<file path="src/rtl/syt_gen_pkg.sv">
package syt_gen_pkg;

    typedef enum logic [2:0] {
        RATE_32K   = 3'd0,
        RATE_44K1  = 3'd1,
        RATE_48K   = 3'd2,
        RATE_88K2  = 3'd3,
        RATE_96K   = 3'd4,
        RATE_176K4 = 3'd5,
        RATE_192K  = 3'd6
    } rate_e;

    localparam int unsigned CYC_TICKS   = 3072;
    localparam int unsigned PHASE_LEN   = 147;
    localparam int unsigned PHASE_INIT  = 67;
    localparam int unsigned STEP44_BASE = 1386;
    localparam int unsigned MAX_EXTRA   = 6144;

    // 44.1 kHz family: rates that need the fractional step sequence
    function automatic logic is_fam44(rate_e r);
        return (r == RATE_44K1) || (r == RATE_88K2) || (r == RATE_176K4);
    endfunction

    // integer-ratio rates: fixed tick step per cycle
    function automatic int unsigned fixed_step(rate_e r);
        return (r == RATE_32K) ? CYC_TICKS : 1024;
    endfunction

    // extra blocking-mode buffering: ticks spanned by one sample group
    function automatic int unsigned blocking_extra(rate_e r);
        if (r == RATE_32K)
            return MAX_EXTRA;
        else if (is_fam44(r))
            return 4458;
        else
            return 4096;
    endfunction

endpackage

</file>
<file path="src/rtl/syt_step_gen.sv">
module syt_step_gen
    import syt_gen_pkg::*;
#(
    parameter int OFF_W = 13,
    parameter int PH_W  = 8
) (
    input  rate_e             rate,
    input  logic [PH_W-1:0]   phase,
    output logic [OFF_W-1:0]  step,
    output logic [PH_W-1:0]   phase_nxt
);
    logic [3:0] idx;
    logic       bump;

    always_comb begin
        idx  = 4'(phase % PH_W'(13));
        bump = ((idx != 4'd0) && (idx[1:0] == 2'b00)) ||
               (phase == PH_W'(PHASE_LEN - 1));
        if (is_fam44(rate)) begin
            step      = OFF_W'(STEP44_BASE) + OFF_W'(bump);
            phase_nxt = (phase == PH_W'(PHASE_LEN - 1)) ? '0 : phase + PH_W'(1);
        end else begin
            step      = OFF_W'(fixed_step(rate));
            phase_nxt = phase;
        end
    end
endmodule

</file>
<file path="src/rtl/syt_delay_split.sv">
module syt_delay_split #(
    parameter int DLY_W   = 15,
    parameter int TPC     = 3072,
    parameter int QSTAGES = 5,
    parameter int QW      = 3
) (
    input  logic [DLY_W-1:0] total,
    output logic [QW-1:0]    quot,
    output logic [DLY_W-1:0] rem
);
    logic [DLY_W-1:0] r_s [0:QSTAGES];
    logic [QW-1:0]    q_s [0:QSTAGES];

    assign r_s[0] = total;
    assign q_s[0] = '0;

    for (genvar i = 0; i < QSTAGES; i++) begin : g_stage
        logic take;
        assign take       = (r_s[i] >= DLY_W'(TPC));
        assign r_s[i+1]   = take ? (r_s[i] - DLY_W'(TPC)) : r_s[i];
        assign q_s[i+1]   = q_s[i] + QW'(take);
    end

    assign quot = q_s[QSTAGES];
    assign rem  = r_s[QSTAGES];
endmodule

</file>
<file path="src/rtl/syt_cycle_calc.sv">
module syt_cycle_calc #(
    parameter int CYC_W       = 13,
    parameter int SEC_W       = 3,
    parameter int CYC_PER_SEC = 8000,
    parameter int AHEAD       = 48,
    parameter int CNT_W       = 16
) (
    input  logic [SEC_W-1:0] sec,
    input  logic [CYC_W-1:0] cyc,
    output logic [CNT_W-1:0] cnt
);
    localparam int SPAN = CYC_PER_SEC << SEC_W;

    logic [CNT_W:0] sum;

    always_comb begin
        sum = (CNT_W+1)'(sec) * (CNT_W+1)'(CYC_PER_SEC)
            + (CNT_W+1)'(cyc) + (CNT_W+1)'(AHEAD);
        cnt = (sum >= (CNT_W+1)'(SPAN)) ? CNT_W'(sum - (CNT_W+1)'(SPAN))
                                        : CNT_W'(sum);
    end
endmodule

</file>
<file path="src/rtl/syt_timestamp_gen.sv">
module syt_timestamp_gen
    import syt_gen_pkg::*;
#(
    parameter int TPC         = 3072,
    parameter int CYC_W       = 13,
    parameter int SEC_W       = 3,
    parameter int CYC_PER_SEC = 8000,
    parameter int AHEAD       = 48,
    parameter int BASE_DELAY  = 8704,
    parameter int SYT_W       = 16,
    parameter int FRAC_W      = 12
) (
    input  logic             clk,
    input  logic             rst_n,
    input  logic             start_i,
    input  logic [2:0]       rate_i,
    input  logic             blocking_i,
    input  logic             cyc_stb_i,
    input  logic [CYC_W-1:0] cyc_num_i,
    input  logic [SEC_W-1:0] cyc_sec_i,
    output logic [SYT_W-1:0] syt_o,
    output logic             syt_vld_o
);
    localparam int OFF_W   = $clog2(2 * TPC);
    localparam int MAX_DLY = BASE_DELAY + int'(MAX_EXTRA);
    localparam int DLY_W   = $clog2(2 * TPC + MAX_DLY);
    localparam int QSTAGES = (TPC - 1 + MAX_DLY) / TPC;
    localparam int QW      = $clog2(QSTAGES + 1);
    localparam int CNT_W   = $clog2(CYC_PER_SEC << SEC_W);
    localparam int PH_W    = $clog2(PHASE_LEN);

    typedef struct packed {
        logic             running;
        rate_e            rate;
        logic             blk;
        logic [OFF_W-1:0] off;
        logic [PH_W-1:0]  phase;
        logic [SYT_W-1:0] syt;
        logic             vld;
    } state_t;

    state_t st_d, st_q;

    logic [OFF_W-1:0] step;
    logic [PH_W-1:0]  phase_nxt;
    logic [OFF_W-1:0] off_new;
    logic [DLY_W-1:0] delay;
    logic [DLY_W-1:0] total;
    logic [QW-1:0]    quot;
    logic [DLY_W-1:0] rem;
    logic [CNT_W-1:0] cnt;

    syt_step_gen #(.OFF_W(OFF_W), .PH_W(PH_W)) u_step (
        .rate      (st_q.rate),
        .phase     (st_q.phase),
        .step      (step),
        .phase_nxt (phase_nxt)
    );

    syt_cycle_calc #(
        .CYC_W(CYC_W), .SEC_W(SEC_W), .CYC_PER_SEC(CYC_PER_SEC),
        .AHEAD(AHEAD), .CNT_W(CNT_W)
    ) u_cyc (
        .sec (cyc_sec_i),
        .cyc (cyc_num_i),
        .cnt (cnt)
    );

    syt_delay_split #(
        .DLY_W(DLY_W), .TPC(TPC), .QSTAGES(QSTAGES), .QW(QW)
    ) u_split (
        .total (total),
        .quot  (quot),
        .rem   (rem)
    );

    always_comb begin
        st_d     = st_q;
        st_d.vld = 1'b0;

        off_new = (st_q.off < OFF_W'(TPC)) ? (st_q.off + step)
                                           : (st_q.off - OFF_W'(TPC));
        delay   = DLY_W'(BASE_DELAY) +
                  (st_q.blk ? DLY_W'(blocking_extra(st_q.rate)) : '0);
        total   = DLY_W'(off_new) + delay;

        if (start_i) begin
            st_d.running = 1'b1;
            st_d.rate    = rate_e'(rate_i);
            st_d.blk     = blocking_i;
            st_d.off     = OFF_W'(TPC);
            st_d.phase   = PH_W'(PHASE_INIT);
        end else if (cyc_stb_i && st_q.running) begin
            st_d.vld = 1'b1;
            st_d.off = off_new;
            if (st_q.off < OFF_W'(TPC))
                st_d.phase = phase_nxt;
            if (off_new < OFF_W'(TPC))
                st_d.syt = SYT_W'(((CNT_W+FRAC_W+1)'(cnt) + (CNT_W+FRAC_W+1)'(quot))
                                  << FRAC_W)
                         + SYT_W'(rem);
            else
                st_d.syt = '1;
        end
    end

    always_ff @(posedge clk) begin
        if (!rst_n) begin
            st_q.running <= 1'b0;
            st_q.rate    <= RATE_48K;
            st_q.blk     <= 1'b0;
            st_q.off     <= OFF_W'(TPC);
            st_q.phase   <= PH_W'(PHASE_INIT);
            st_q.syt     <= '1;
            st_q.vld     <= 1'b0;
        end else begin
            st_q <= st_d;
        end
    end

    assign syt_o     = st_q.syt;
    assign syt_vld_o = st_q.vld;


    vld_after_stb_chk: assert property (@(posedge clk) disable iff (!rst_n)
        (cyc_stb_i && st_q.running && !start_i) |=> syt_vld_o);


    no_vld_without_stb_chk: assert property (@(posedge clk) disable iff (!rst_n)
        syt_vld_o |-> $past(cyc_stb_i));


    start_loads_chk: assert property (@(posedge clk) disable iff (!rst_n)
        start_i |=> (st_q.off == OFF_W'(TPC) && st_q.phase == PH_W'(PHASE_INIT)));


    phase_range_chk: assert property (@(posedge clk) disable iff (!rst_n)
        st_q.phase < PH_W'(PHASE_LEN));


    offset_range_chk: assert property (@(posedge clk) disable iff (!rst_n)
        st_q.off < OFF_W'(2 * TPC));


    skip_no_step_chk: assert property (@(posedge clk) disable iff (!rst_n)
        (cyc_stb_i && st_q.running && !start_i && st_q.off >= OFF_W'(TPC))
        |=> $stable(st_q.phase));


    frac_range_chk: assert property (@(posedge clk) disable iff (!rst_n)
        (syt_vld_o && syt_o != '1) |-> (syt_o[FRAC_W-1:0] < FRAC_W'(TPC)));


    cfg_hold_chk: assert property (@(posedge clk) disable iff (!rst_n)
        (st_q.running && !start_i) |=> ($stable(st_q.rate) && $stable(st_q.blk)));

endmodule

</file>
<file path="config.mk">
export PLATFORM = sky130hd
export DESIGN_NAME = syt_timestamp_gen
export DESIGN_NICKNAME = d
export VERILOG_FILES = /design/src/rtl/syt_gen_pkg.sv /design/src/rtl/syt_step_gen.sv /design/src/rtl/syt_delay_split.sv /design/src/rtl/syt_cycle_calc.sv /design/src/rtl/syt_timestamp_gen.sv
export SDC_FILE = /design/constraint.sdc
export NUM_CORES = 1
export LEC_CHECK = 0
export BUFFER_PORTS_ARGS = -buffer_cell sky130_fd_sc_hd__clkbuf_2
export CORE_ASPECT_RATIO = 1.2
export CORE_MARGIN = 5
export CORE_UTILIZATION = 50
export CTS_BUF_LIST = sky130_fd_sc_hd__clkbuf_4 sky130_fd_sc_hd__clkbuf_8
export DETAILED_ROUTE_END_ITERATION = 6
export PLACE_DENSITY = 0.68
export SLEW_MARGIN = 20
export SYNTH_ARGS = -nofsm -noshare
export SYNTH_HDL_FRONTEND = slang
export SYNTH_HIERARCHICAL = 1
export SYNTH_SLANG_ARGS = --single-unit
</file>
<file path="constraint.sdc">
create_clock -name clk -period 36.5 [get_ports clk]
set_clock_uncertainty 0.15 [all_clocks]
set_input_delay 3.65 -clock clk [delete_from_list [all_inputs] [get_ports clk]]
set_output_delay 3.65 -clock clk [all_outputs]
set_load 0.1 [all_outputs]
</file>
Word level (Yosys, flattened, before mapping):

Cells that the tools add are included.

* equal/unequal tests: 4
* divide/modulo/power cells: 1
* muxes and demuxes: 15
* add/sub/neg operators: 20
* shift-type cells: 0
* $mul: 1
* $lt $le $gt $ge: 8
* bitwise gates (word level): 2
* reductions and logical operators: 11

Operators with widths (number)
* $mux 15: 7
* $ge 15x12->1 const B: 5
* $sub 15x12->15 const B: 5
* $lt 13x12->1 const B: 2
* $mux 13: 2
* $add 16x13->17: 1
* $add 17x6->17 const B: 1
* $ge 17x16->1 const B: 1
* $add 16x15->16: 1
* $mux 16: 1
* $add 13x15->15: 1
* $add 14x15->15 const A: 1
* $add 13x13->13: 1
* $sub 13x12->13 const B: 1
* $add 11x1->12 const A: 1
* $mux 12: 1
* $mul 3x7->10 const B: 1
* $add 3x1->3: 3
* $mux 9: 1
* $add 8x1->8 const B: 1
* $eq 8x8->1 const B: 1
* $mod 8x4->8 const B: 1
* $mux 8: 1
* $add 4x3->4: 1
* other kinds (16): 20

* RAM bits: 0
* output and inout bits: 17
* memories: 0
* flip-flop bits (word level): 43
* latch bits: 0
* bits in read-only memories: 0

Depth between registers and ports, before layout:

Gate-level depths: netlist (run 1).

* word-level depth: 22
* mapped depth: 60
* depth with buffers taken out: 57

Modules after synthesis:

Netlist (run 1), hierarchy kept.

By module, submodules not included
* syt_timestamp_gen: area an instance 2999.1 um2, cells each 352, instances 1
* syt_cycle_calc: area an instance 1146.1 um2, cells each 148, instances 1
* syt_step_gen: area an instance 1092.3 um2, cells each 152, instances 1
* syt_delay_split: area an instance 1059.8 um2, cells each 136, instances 1

Worst setup path after synthesis (run 1):

OpenSTA, ideal clock, no wires.

* path kind: register to register
* start: register, netlist name st_q[23]
* end: register st_q, in the netlist syt_o[15]
* cell stages (with the launch flop): 59
* slack: 24368 ps
* library setup time: 117 ps
* arrival: 11865 ps
* period minus slack after synthesis: 12132 ps
* path through: dfxtp_1 -> buf_4 -> buf_6 -> nand2_1 -> o32ai_1 -> nand3b_2 -> nor2b_1 -> a211oi_1 -> o2bb2ai_1 -> ha_1 -> and2_1 -> o2111ai_1 -> o311a_1 -> o31ai_1 -> a22oi_1 -> ha_1 -> inv_1 -> fa_1 -> [... 23 more ...] -> nor4_4 -> xnor2_1 -> ha_1 -> a221oi_4 -> nor3b_4 -> nor4_4 -> inv_1 -> fa_1 -> ha_1 -> inv_1 -> fa_1 -> inv_1 -> ha_1 -> a21o_1 -> a21oi_1 -> xnor2_1 -> xnor2_1 -> o22a_1

* longest elaborated chain between the ends: 22
* elaborated cells between the ends (all ways): 34
* classes of those cells: 14 x add/sub; 1 x div; 6 x order compare; 1 x eq/ne; 8 x mux; 4 x reduce/logical

RTL lines
* $mod 8x4->8: line syt_step_gen.sv:16 `idx = 4'(phase % PH_W'(13));`
* $reduce_bool 4->1 / $logic_not 2->1 (equally long branches): line syt_step_gen.sv:17 `bump = ((idx != 4'd0) && (idx[1:0] == 2'b00)) ||`
* $logic_and 1x1->1: line syt_step_gen.sv:17
* $logic_or 1x1->1 *: line syt_step_gen.sv:17
* $add 11x1->12 *: line syt_step_gen.sv:20 `step = OFF_W'(STEP44_BASE) + OFF_W'(bump);`
* $mux 13 *: line syt_step_gen.sv:19 `if (is_fam44(rate)) begin`
* net step[0]: line syt_timestamp_gen.sv:44 `logic [OFF_W-1:0] step;`
* $add 13x13->13 *: line syt_timestamp_gen.sv:81 `off_new = (st_q.off < OFF_W'(TPC)) ? (st_q.off + step)`
* [... 1 more ...]
* net off_new[6]: line syt_timestamp_gen.sv:46 `logic [OFF_W-1:0] off_new;`
* [... 1 more ...]
* net total[11]: line syt_timestamp_gen.sv:48 `logic [DLY_W-1:0] total;`
* [... 6 more ...]
* $sub 15x12->15 / $ge 15x12->1 (equally long branches): line syt_delay_split.sv:20, syt_delay_split.sv:19
* $mux 15: line syt_delay_split.sv:20 `assign r_s[i+1] = take ? (r_s[i] - DLY_W'(TPC)) : r_s[i];`
* $ge 15x12->1: line syt_delay_split.sv:19 `assign take = (r_s[i] >= DLY_W'(TPC));`
* $add 3x1->3 *: line syt_delay_split.sv:21 `assign q_s[i+1] = q_s[i] + QW'(take);`
* net quot[1]: line syt_timestamp_gen.sv:49 `logic [QW-1:0] quot;`
* $add 4x3->4 *: line syt_timestamp_gen.sv:99 `st_d.syt = SYT_W'(((CNT_W+FRAC_W+1)'(cnt) + (CNT_W+FRAC_W+1)'(quot))`
* $add 16x15->16 *: line syt_timestamp_gen.sv:101 `+ SYT_W'(rem);`
* $mux 16 *: line syt_timestamp_gen.sv:98 `if (off_new < OFF_W'(TPC))`
* end signal: assignment: line syt_timestamp_gen.sv:117 `st_q <= st_d;`
* end: declaration: line syt_timestamp_gen.sv:42 `state_t st_d, st_q;`

The timed path passes the listed nets; every way through them passes the cells marked *.
A chain may end at the register's enable or synchronous reset.

Final worst setup path (run 1):

* start: register, netlist name st_q[22]
* end: register st_q, in the netlist syt_o[15]

* longest elaborated chain between the ends: 22
* elaborated cells between the ends (all ways): 34
* classes of those cells: 14 x add/sub; 1 x div; 6 x order compare; 1 x eq/ne; 8 x mux; 4 x reduce/logical

RTL lines (line)
* $mod 8x4->8: syt_step_gen.sv:16
* $reduce_bool 4->1 / $logic_not 2->1 (equally long branches): syt_step_gen.sv:17
* $logic_and 1x1->1: syt_step_gen.sv:17
* $logic_or 1x1->1 *: syt_step_gen.sv:17
* $add 11x1->12 *: syt_step_gen.sv:20
* $mux 13 *: syt_step_gen.sv:19
* net step[0]: syt_timestamp_gen.sv:44
* $add 13x13->13 *: syt_timestamp_gen.sv:81
* [... 1 more ...]
* net off_new[6]: syt_timestamp_gen.sv:46
* [... 1 more ...]
* net total[11]: syt_timestamp_gen.sv:48
* [... 6 more ...]
* $sub 15x12->15 / $ge 15x12->1 (equally long branches): syt_delay_split.sv:20, syt_delay_split.sv:19
* $mux 15: syt_delay_split.sv:20
* $ge 15x12->1: syt_delay_split.sv:19
* $add 3x1->3 *: syt_delay_split.sv:21
* net quot[1]: syt_timestamp_gen.sv:49
* $add 4x3->4 *: syt_timestamp_gen.sv:99
* $add 16x15->16 *: syt_timestamp_gen.sv:101
* $mux 16 *: syt_timestamp_gen.sv:98

Marked as above.

==> metrics.cfg, run 1 <==
[sta]
setup_viol = 0
rsz0062_at_grt = no
finalCritPeriodShare_pct = 38.6
clock.fmax_mhz = 71.0
hold_viol_final = 0
period_minus_slack_ns = 14.08
maxSlewHeadroom_pct = 25.9
tightest_slew_ns = 1.11
worst_slack_ns = 22.42
tns_ns = 0
slew_viol_final = 0
whs_ns = 0.318

[global_route]
grt_max_degree = 26
grt_pass1_vias = 4232
grt-busiest-layer = met2
grtUsageTotal_pct = 18.6
met3_usage_pct = 1.96
grt_pass1_wl_mm = 19.4
antenna_found_initial = 0
use_met2_pct = 31.9
gr-total-overflow = 0
met1_usage_pct = 23.9

[synth]
synth_area_um2 = 5180
syn-instance-count = 644
synth-warning-count = 6
postSynthAreaPerCell_um2 = 8.05

[clock_tree]
clk_latency_ns = 0.30
htreeDepth = 2
cts_setup_buffers = 0
cts_root_buffer = clkbuf_8
cts_tree = built
ctsHoldBuffers = 0
cts_buffers = 5
cts_num_sinks = 43
clk_pin_slew_ns = 0.09
cts_buffer_depth = 2
cts_resized = 0

[detailed_routing]
drt-wirelength-per-cell_um = 15.3
avgViaCountPerCell = 5.96
num_vias = 4406
drt-pass1-iter-count = 5
wl_mm = 11.3
ant_nets = 0
remaining_drc_errors = 0
dr.first_iter.drc_count = 172

[power]
vdd_drop_max_mv = 0.0463
swShare_pct = 46.0
p_per_area_nw_per_um2 = 50.4
pwr-share-seq_pct = 19.7
p_leak_nw = 2.07
p_switching_uw = 119
p_int_uw = 139
p_comb_share_pct = 64.5
clkPwrFrac_pct = 15.7
power.total_uw = 258

[place]
post-place-ws_ns = 22.50
gp_congestion = 0.875
io_buffers = 28
hpwlAfterDp_mm = 8.71
dp.cells = 731
dpl_cell_area_um2 = 5000

[finish]
synthToLayoutAreaGrowth_pct = -1.06
drive_gt1_share_pct = 13.5
final_cell_mix = nand2_1, dfxtp_1, ha_1
design_area_um2 = 5130
nFillCells = 957
finalNonFillerCells = 739
layout.nets = 678
post-route-util_pct = 51.0
diodes = 0
layout_commonest_cell = nand2_1

[die]
fp-row-count = 40
pin_count = 41
die_h_um = 122
initial_core_util_pct = 51.5
dieArea_um2 = 12500
die_w_um = 103
coreArea_um2 = 10100

[critical_path]
slowest_delay_ns = 0.76
critical-path-top-delay-family = compound AO/OA/AOI/OAI gates
crit_path_frequent_cell = ha_1
crit_type = flop to flop
cp_max_fo = 21
end_kind = flop
worstPathRequired_ns = 36.56
start_kind = flop
cp_num_buf_inv = 6
arrival_ns = 14.14
crit_slowest_cell = dfxtp_1

[hold_path]
min_path_type = flop to flop

[outcome]
status = finished clean

[job]
cap_violations = 0

layout make-up:
class                           instances  area, µm²  area share (%)
Multi-Input combinational cell        504       3720            72.6
Clock buffer                            6       82.6            1.61
Tap cell                              126        158            3.08
Sequential cell                        43        861            16.8
Inverter                               27        101            1.98
Timing Repair Buffer                   31        163            3.17
Clock inverter                          2       38.8           0.757
metal layers:
layer	wire length [µm]	vias up
met5	0	-
met4	235	0
met3	291	20
met2	5540	81
met1	5240	2058
li1	-	2247
path summary, 6_finish.rpt:
check / start / to / slack [ns] / depth (start not counted)
worst min register to register: syt_o[12]$_SDFFE_PN1P_ / syt_o[12]$_SDFFE_PN1P_ / 0.32 / 1
worst max-delay path: st_q[22]$_SDFFE_PP0P_ / syt_o[15]$_SDFFE_PN1P_ / 22.42 / 55
worst min-delay path: syt_o[12]$_SDFFE_PN1P_ / syt_o[12]$_SDFFE_PN1P_ / 0.32 / 1
worst max register to register: st_q[22]$_SDFFE_PP0P_ / syt_o[15]$_SDFFE_PN1P_ / 22.42 / 55
state kept, by name, summed over array words and instances (netlist names):
| name | cells |
|---|---|
| st_q | 26 |
| syt_o | 16 |
| syt_vld_o | 1 |
power groups by stage:
stage / Clock [mW] / Combinational [mW] / Sequential (mW)
final: 0.0406 / 0.167 / 0.0510
after global routing: 0.0439 / 0.188 / 0.0514
after CTS: 0.0424 / 0.168 / 0.0510
after detailed placement: 0 / 0.166 / 0.0521
after global placement: 0 / 0.159 / 0.0520
after floorplan: 0 / 0.139 / 0.0518
Note: power is estimated with default switching activity, not from simulation.
==> run 2: changes to the inputs <==
PLACE_DENSITY = 0.7   (was 0.68)
clock period = 11.5 ns   (was 36.5 ns; I/O delays follow)
==> metrics.cfg, run 2 (synthesis results as in run 1) <==
[place]
gp_congestion = 0.834  ; was 0.875
post-place-ws_ns = -0.313  ; was 22.50 ns
hpwlAfterDp_mm = 9.69  ; was 8.71 mm
io_buffers = 28  ; unchanged
dpl_cell_area_um2 = 5660  ; was 5000 µm²

[die]
coreArea_um2 = 10100  ; unchanged
die_h_um = 122  ; unchanged
die_w_um = 103  ; unchanged
initial_core_util_pct = 51.5  ; unchanged
pin_count = 41  ; unchanged
dieArea_um2 = 12500  ; unchanged
fp-row-count = 40  ; unchanged

[clock_tree]
cts_root_buffer = clkbuf_8  ; unchanged
cts_num_sinks = 43  ; unchanged
cts_buffers = 5  ; unchanged
clk_latency_ns = 0.31  ; was 0.30 ns
cts_buffer_depth = 2  ; unchanged
cts_tree = built  ; unchanged
htreeDepth = 2  ; unchanged
clk_pin_slew_ns = 0.09  ; about the same

[sta]
clock.fmax_mhz = 88.1  ; was 71.0 MHz
finalCritPeriodShare_pct = 98.7  ; was 38.6%
rsz0062_at_grt = yes  ; was no
tightest_slew_ns = 0.859  ; was 1.11 ns
worst_slack_ns = 0.153  ; was 22.42 ns
maxSlewHeadroom_pct = 42.6  ; was 25.9%
setup_viol = 0  ; unchanged
slew_viol_final = 0  ; unchanged
hold_viol_final = 0  ; unchanged
tns_ns = 0  ; unchanged
period_minus_slack_ns = 11.35  ; was 14.08 ns

[finish]
layout.nets = 772  ; was 678
layout_commonest_cell = buf_4  ; was nand2_1
drive_gt1_share_pct = 32.8  ; was 13.5%
largest_reg_flops = 26  ; unchanged
diodes = 0  ; unchanged
design_area_um2 = 6270  ; was 5130 µm²
synthToLayoutAreaGrowth_pct = 21.0  ; was -1.06%
final_cell_mix = buf_4, nand2_1, dfxtp_1  ; was nand2_1, dfxtp_1, ha_1
post-route-util_pct = 62.3  ; was 51.0%
regMostFlops = st_q  ; unchanged

[critical_path]
cp_max_fo = 6  ; was 21
crit_slowest_cell = or4b_4  ; was dfxtp_1
crit_path_frequent_cell = ha_4  ; was ha_1
slowest_delay_ns = 0.53  ; was 0.76 ns
worstPathRequired_ns = 11.56  ; was 36.56 ns
arrival_ns = 11.40  ; was 14.14 ns
crit_type = flop to flop  ; unchanged
end_kind = flop  ; unchanged
start_kind = flop  ; unchanged

[job]
cap_violations = 0  ; unchanged

[global_route]
grt_max_degree = 25  ; was 26
grt_pass1_wl_mm = 21.4  ; was 19.4 mm
gr-total-overflow = 0  ; unchanged
grtUsageTotal_pct = 20.8  ; was 18.6%
antenna_found_initial = 0  ; unchanged
grt_pass1_vias = 4761  ; was 4232

[hold_path]
min_path_type = flop to flop  ; unchanged

[power]
clkPwrFrac_pct = 14.1  ; was 15.7%
p_per_area_nw_per_um2 = 165  ; was 50.4 nW/µm²
p_comb_share_pct = 70.5  ; was 64.5%
p_leak_nw = 2.68  ; was 2.07 nW
p_int_uw = 607  ; was 139 µW
pwr-share-seq_pct = 15.5  ; was 19.7%
swShare_pct = 41.5  ; was 46.0%
power.total_mw = 1.04  ; was 258 µW
vdd_drop_max_mv = 0.232  ; was 0.0463 mV
p_switching_uw = 430  ; was 119 µW

[detailed_routing]
avgViaCountPerCell = 5.79  ; was 5.96
dr.first_iter.drc_count = 183  ; was 172
drt-wirelength-per-cell_um = 15.7  ; was 15.3 µm
ant_nets = 0  ; unchanged
remaining_drc_errors = 0  ; unchanged
wl_mm = 13.0  ; was 11.3 mm
num_vias = 4827  ; was 4406
drt-pass1-iter-count = 5  ; unchanged

[outcome]
status = finished clean  ; unchanged

## run 2: cell count changes in the layout (fill, tap and decap cells not counted), sizes merged
cell and change:
buf +93, bufinv +1, clkbuf +1, inv -1
## run 2: metal layers
metal / GRT usage [%] / wire length [µm] / vias to the layer above
li1: - / - / 2423
met1: 22.8 / 5240 / 2306
met2: 40.8 / 7220 / 75
met3: 1.50 / 298 / 23
met4: 6.88 / 292 / 0
met5: 0 / 0 / -
## run 2: what timing repair did
action,in CTS,in global routing
buffers inserted,11,14
gates cloned,0,1
hold endpoints to repair,0,0
gates resized for setup,14,40
hold buffers,0,0
setup endpoints to repair,3,3
pin swaps,25,22
## run 2: critical path, delay by kind of cell, from the launching register on
family / cells / cell delay, ns
multiplexers: 2 / 0.69
adder cells (fa/ha/maj): 11 / 3.07
AO/OA/AOI/OAI: 22 / 3.83
XOR/XNOR: 5 / 0.65
flip-flops: 1 / 0.37
AND/OR/NAND/NOR: 10 / 1.58
buffers and inverters: 9 / 0.91
## run 2: final timing paths
| path | endpoint | slack [ns] | startpoint | cells past startpoint |
|---|---|---|---|---|
| max reg2reg | syt_o[15]$_SDFFE_PN1P_ | 0.15 | st_q[23]$_SDFFE_PP1P_ | 59 |
| max | syt_o[15]$_SDFFE_PN1P_ | 0.15 | st_q[23]$_SDFFE_PP1P_ | 59 |
| min | syt_o[12]$_SDFFE_PN1P_ | 0.32 | syt_o[12]$_SDFFE_PN1P_ | 1 |
| min reg2reg | syt_o[12]$_SDFFE_PN1P_ | 0.32 | syt_o[12]$_SDFFE_PN1P_ | 1 |
## run 2: metrics by stage
stage / std cells / hold WS, ns
finish: 833 / 0.318
global route: 833 / 0.334
CTS: 818 / 0.320
detailed placement: 799 / 0.301
global placement: 799 / 0.296
floorplan: 648 / 0.288
## run 2: layout make-up
type	instances	area [µm²]
clock buffer	6	76.3
fill	830	3790
inverter	27	101
timing repair buffer	125	910
clock inverter	2	60.1
multi-input combinational	504	4080
tap	126	158
sequential	43	883
## run 2: power by group through the flow
| stage | logic [mW] | registers [mW] | clock network [mW] |
|---|---|---|---|
| floorplan | 0.478 | 0.164 | 0 |
| global placement | 0.606 | 0.165 | 0 |
| detailed placement | 0.631 | 0.165 | 0 |
| CTS | 0.668 | 0.162 | 0.149 |
| global route | 0.799 | 0.161 | 0.155 |
| finish | 0.731 | 0.160 | 0.146 |
==> run 3: changes to the inputs <==
CAP_MARGIN = 5   (was default)
CELL_PAD_IN_SITES_DETAIL_PLACEMENT = 0   (was default)
CELL_PAD_IN_SITES_GLOBAL_PLACEMENT = 1   (was default)
CORE_UTILIZATION = 44   (was 50)
PLACE_DENSITY = default   (was 0.7)
PLACE_DENSITY_LB_ADDON = 0.1   (was default)
==> metrics.cfg, run 3 (synthesis results as in run 1) <==
[clock_tree]
cts_num_sinks = 43  ; unchanged
cts_buffer_depth = 2  ; unchanged
clk_latency_ns = 0.31  ; about the same
cts_buffers = 5  ; unchanged
cts_root_buffer = clkbuf_8  ; unchanged
cts_tree = built  ; unchanged
clk_pin_slew_ns = 0.09  ; about the same
htreeDepth = 2  ; unchanged
ctsHoldBuffers = 0  ; unchanged

[global_route]
gr-total-overflow = 0  ; unchanged
grtUsageTotal_pct = 19.5  ; was 20.8%
grt_max_degree = 25  ; unchanged
grt_pass1_wl_mm = 22.5  ; was 21.4 mm
grt_pass1_vias = 4841  ; was 4761
antenna_found_initial = 0  ; unchanged

[critical_path]
end_kind = flop  ; unchanged
worstPathRequired_ns = 11.55  ; was 11.56 ns
crit_slowest_cell = fa_2  ; was or4b_4
arrival_ns = 11.36  ; was 11.40 ns
cp_max_fo = 7  ; was 6
slowest_delay_ns = 0.58  ; was 0.53 ns
r2r_cells = 58  ; was 59
crit_type = flop to flop  ; unchanged
start_kind = flop  ; unchanged
crit_path_frequent_cell = ha_4  ; unchanged

[die]
pin_count = 41  ; unchanged
coreArea_um2 = 11600  ; was 10100 µm²
fp-row-count = 43  ; was 40
dieArea_um2 = 14100  ; was 12500 µm²
die_h_um = 129  ; was 122 µm
die_w_um = 109  ; was 103 µm
initial_core_util_pct = 44.8  ; was 51.5%

[place]
post-place-ws_ns = -0.323  ; was -0.313 ns
io_buffers = 28  ; unchanged
gp_congestion = 0.856  ; was 0.834
dpl_cell_area_um2 = 5890  ; was 5660 µm²
hpwlAfterDp_mm = 10.0  ; was 9.69 mm
dp.cells = 855  ; was 799

[hold_path]
min_path_type = flop to flop  ; unchanged
min_path_cells = 1  ; unchanged

[finish]
layout_commonest_cell = buf_4  ; unchanged
drive_gt1_share_pct = 38.7  ; was 32.8%
finalNonFillerCells = 912  ; was 833
final_cell_mix = buf_4, nand2_1, dfxtp_1  ; unchanged
layout.nets = 820  ; was 772
largest_reg_flops = 26  ; unchanged
regMostFlops = st_q  ; unchanged
post-route-util_pct = 59.1  ; was 62.3%
design_area_um2 = 6840  ; was 6270 µm²
diodes = 0  ; unchanged
synthToLayoutAreaGrowth_pct = 32.0  ; was 21.0%
nFillCells = 1074  ; was 830

[power]
p_per_area_nw_per_um2 = 162  ; was 165 nW/µm²
vdd_drop_max_mv = 0.320  ; was 0.232 mV
power.total_mw = 1.11  ; was 1.04 mW
p_leak_nw = 2.97  ; was 2.68 nW

[detailed_routing]
num_vias = 4960  ; was 4827
ant_nets = 0  ; unchanged
wl_mm = 13.8  ; was 13.0 mm
remaining_drc_errors = 0  ; unchanged
avgViaCountPerCell = 5.44  ; was 5.79
drt-wirelength-per-cell_um = 15.1  ; was 15.7 µm
dr.first_iter.drc_count = 179  ; was 183
drt-pass1-iter-count = 4  ; was 5

[sta]
hold_viol_final = 0  ; unchanged
finalCritPeriodShare_pct = 98.3  ; was 98.7%
tightest_slew_ns = 0.859  ; about the same
slew_viol_final = 0  ; unchanged
tns_ns = 0  ; unchanged
whs_ns = 0.317  ; was 0.318 ns
worst_slack_ns = 0.191  ; was 0.153 ns
clock.fmax_mhz = 88.4  ; was 88.1 MHz
rsz0062_at_grt = yes  ; unchanged
maxSlewHeadroom_pct = 42.6  ; about the same
setup_viol = 0  ; unchanged
period_minus_slack_ns = 11.31  ; was 11.35 ns

[outcome]
status = finished clean  ; unchanged

[job]
cap_violations = 0  ; unchanged

[run 3: cell count changes in the layout (fill, tap and decap cells not counted), moves of 3 or more]
cell     previous run  this run
a21oi_4             1         4
buf_4              93       134
ha_1               30        27
buf_6               1         9
ha_4                5         8
[run 3: what timing repair did]
item / in CTS / in global routing
endpoints found under the hold margin: 0 / 0
setup buffers: 29 / 21
gates resized for setup: 32 / 59
endpoints found under the setup margin: 3 / 3
pin swaps: 30 / 24
[run 3: area by class of cell]
cell class                      instances  area [µm²]  share of cell area [%]
Inverter                               27         101                    1.48
Sequential cell                        43         883                    12.9
Clock inverter                          2        60.1                   0.878
Multi-Input combinational cell        504        4250                    62.1
Timing Repair Buffer                  173        1270                    18.6
Tap cell                              157         196                    2.87
Clock buffer                            6        76.3                    1.12
[run 3: worst paths after layout]
path                            slack [ns]                     end                  start
worst max-delay path                  0.19  syt_o[15]$_SDFFE_PN1P_  st_q[19]$_SDFFE_PP0P_
worst min-delay path                  0.32   syt_o[7]$_SDFFE_PN1P_  syt_o[7]$_SDFFE_PN1P_
worst min register to register        0.32   syt_o[7]$_SDFFE_PN1P_  syt_o[7]$_SDFFE_PN1P_
worst max register to register        0.19  syt_o[15]$_SDFFE_PN1P_  st_q[19]$_SDFFE_PP0P_
[run 3: power by group]
part	switching, mW	internal (mW)
Combinational	0.393	0.409
Sequential	0.00566	0.155
Clock	0.0586	0.0893
[run 3: per-layer routing]
metal  GRT usage [%]  routed length [µm]  share of wire (%)  up-vias
met5               0                   0                  0        -
met2            35.8                7370                 53       64
met3            2.01                 247                1.8       14
met4            6.02                 190                1.4        0
li1                -                   -                  -     2531
met1            23.5                5990                 43     2351
[run 3: worst max-delay path, delay by kind of cell, from the launching register on]
kind                       cells  cell delay (ns)
and+or+nand+nor                9             1.58
DFF                            1             0.37
muxes                          2             0.69
AOI/OAI and AO/OA             24             4.00
xor gates and xnor gates       4             0.53
adders and majority gates     11             2.96
buffers and inverters          8             0.88
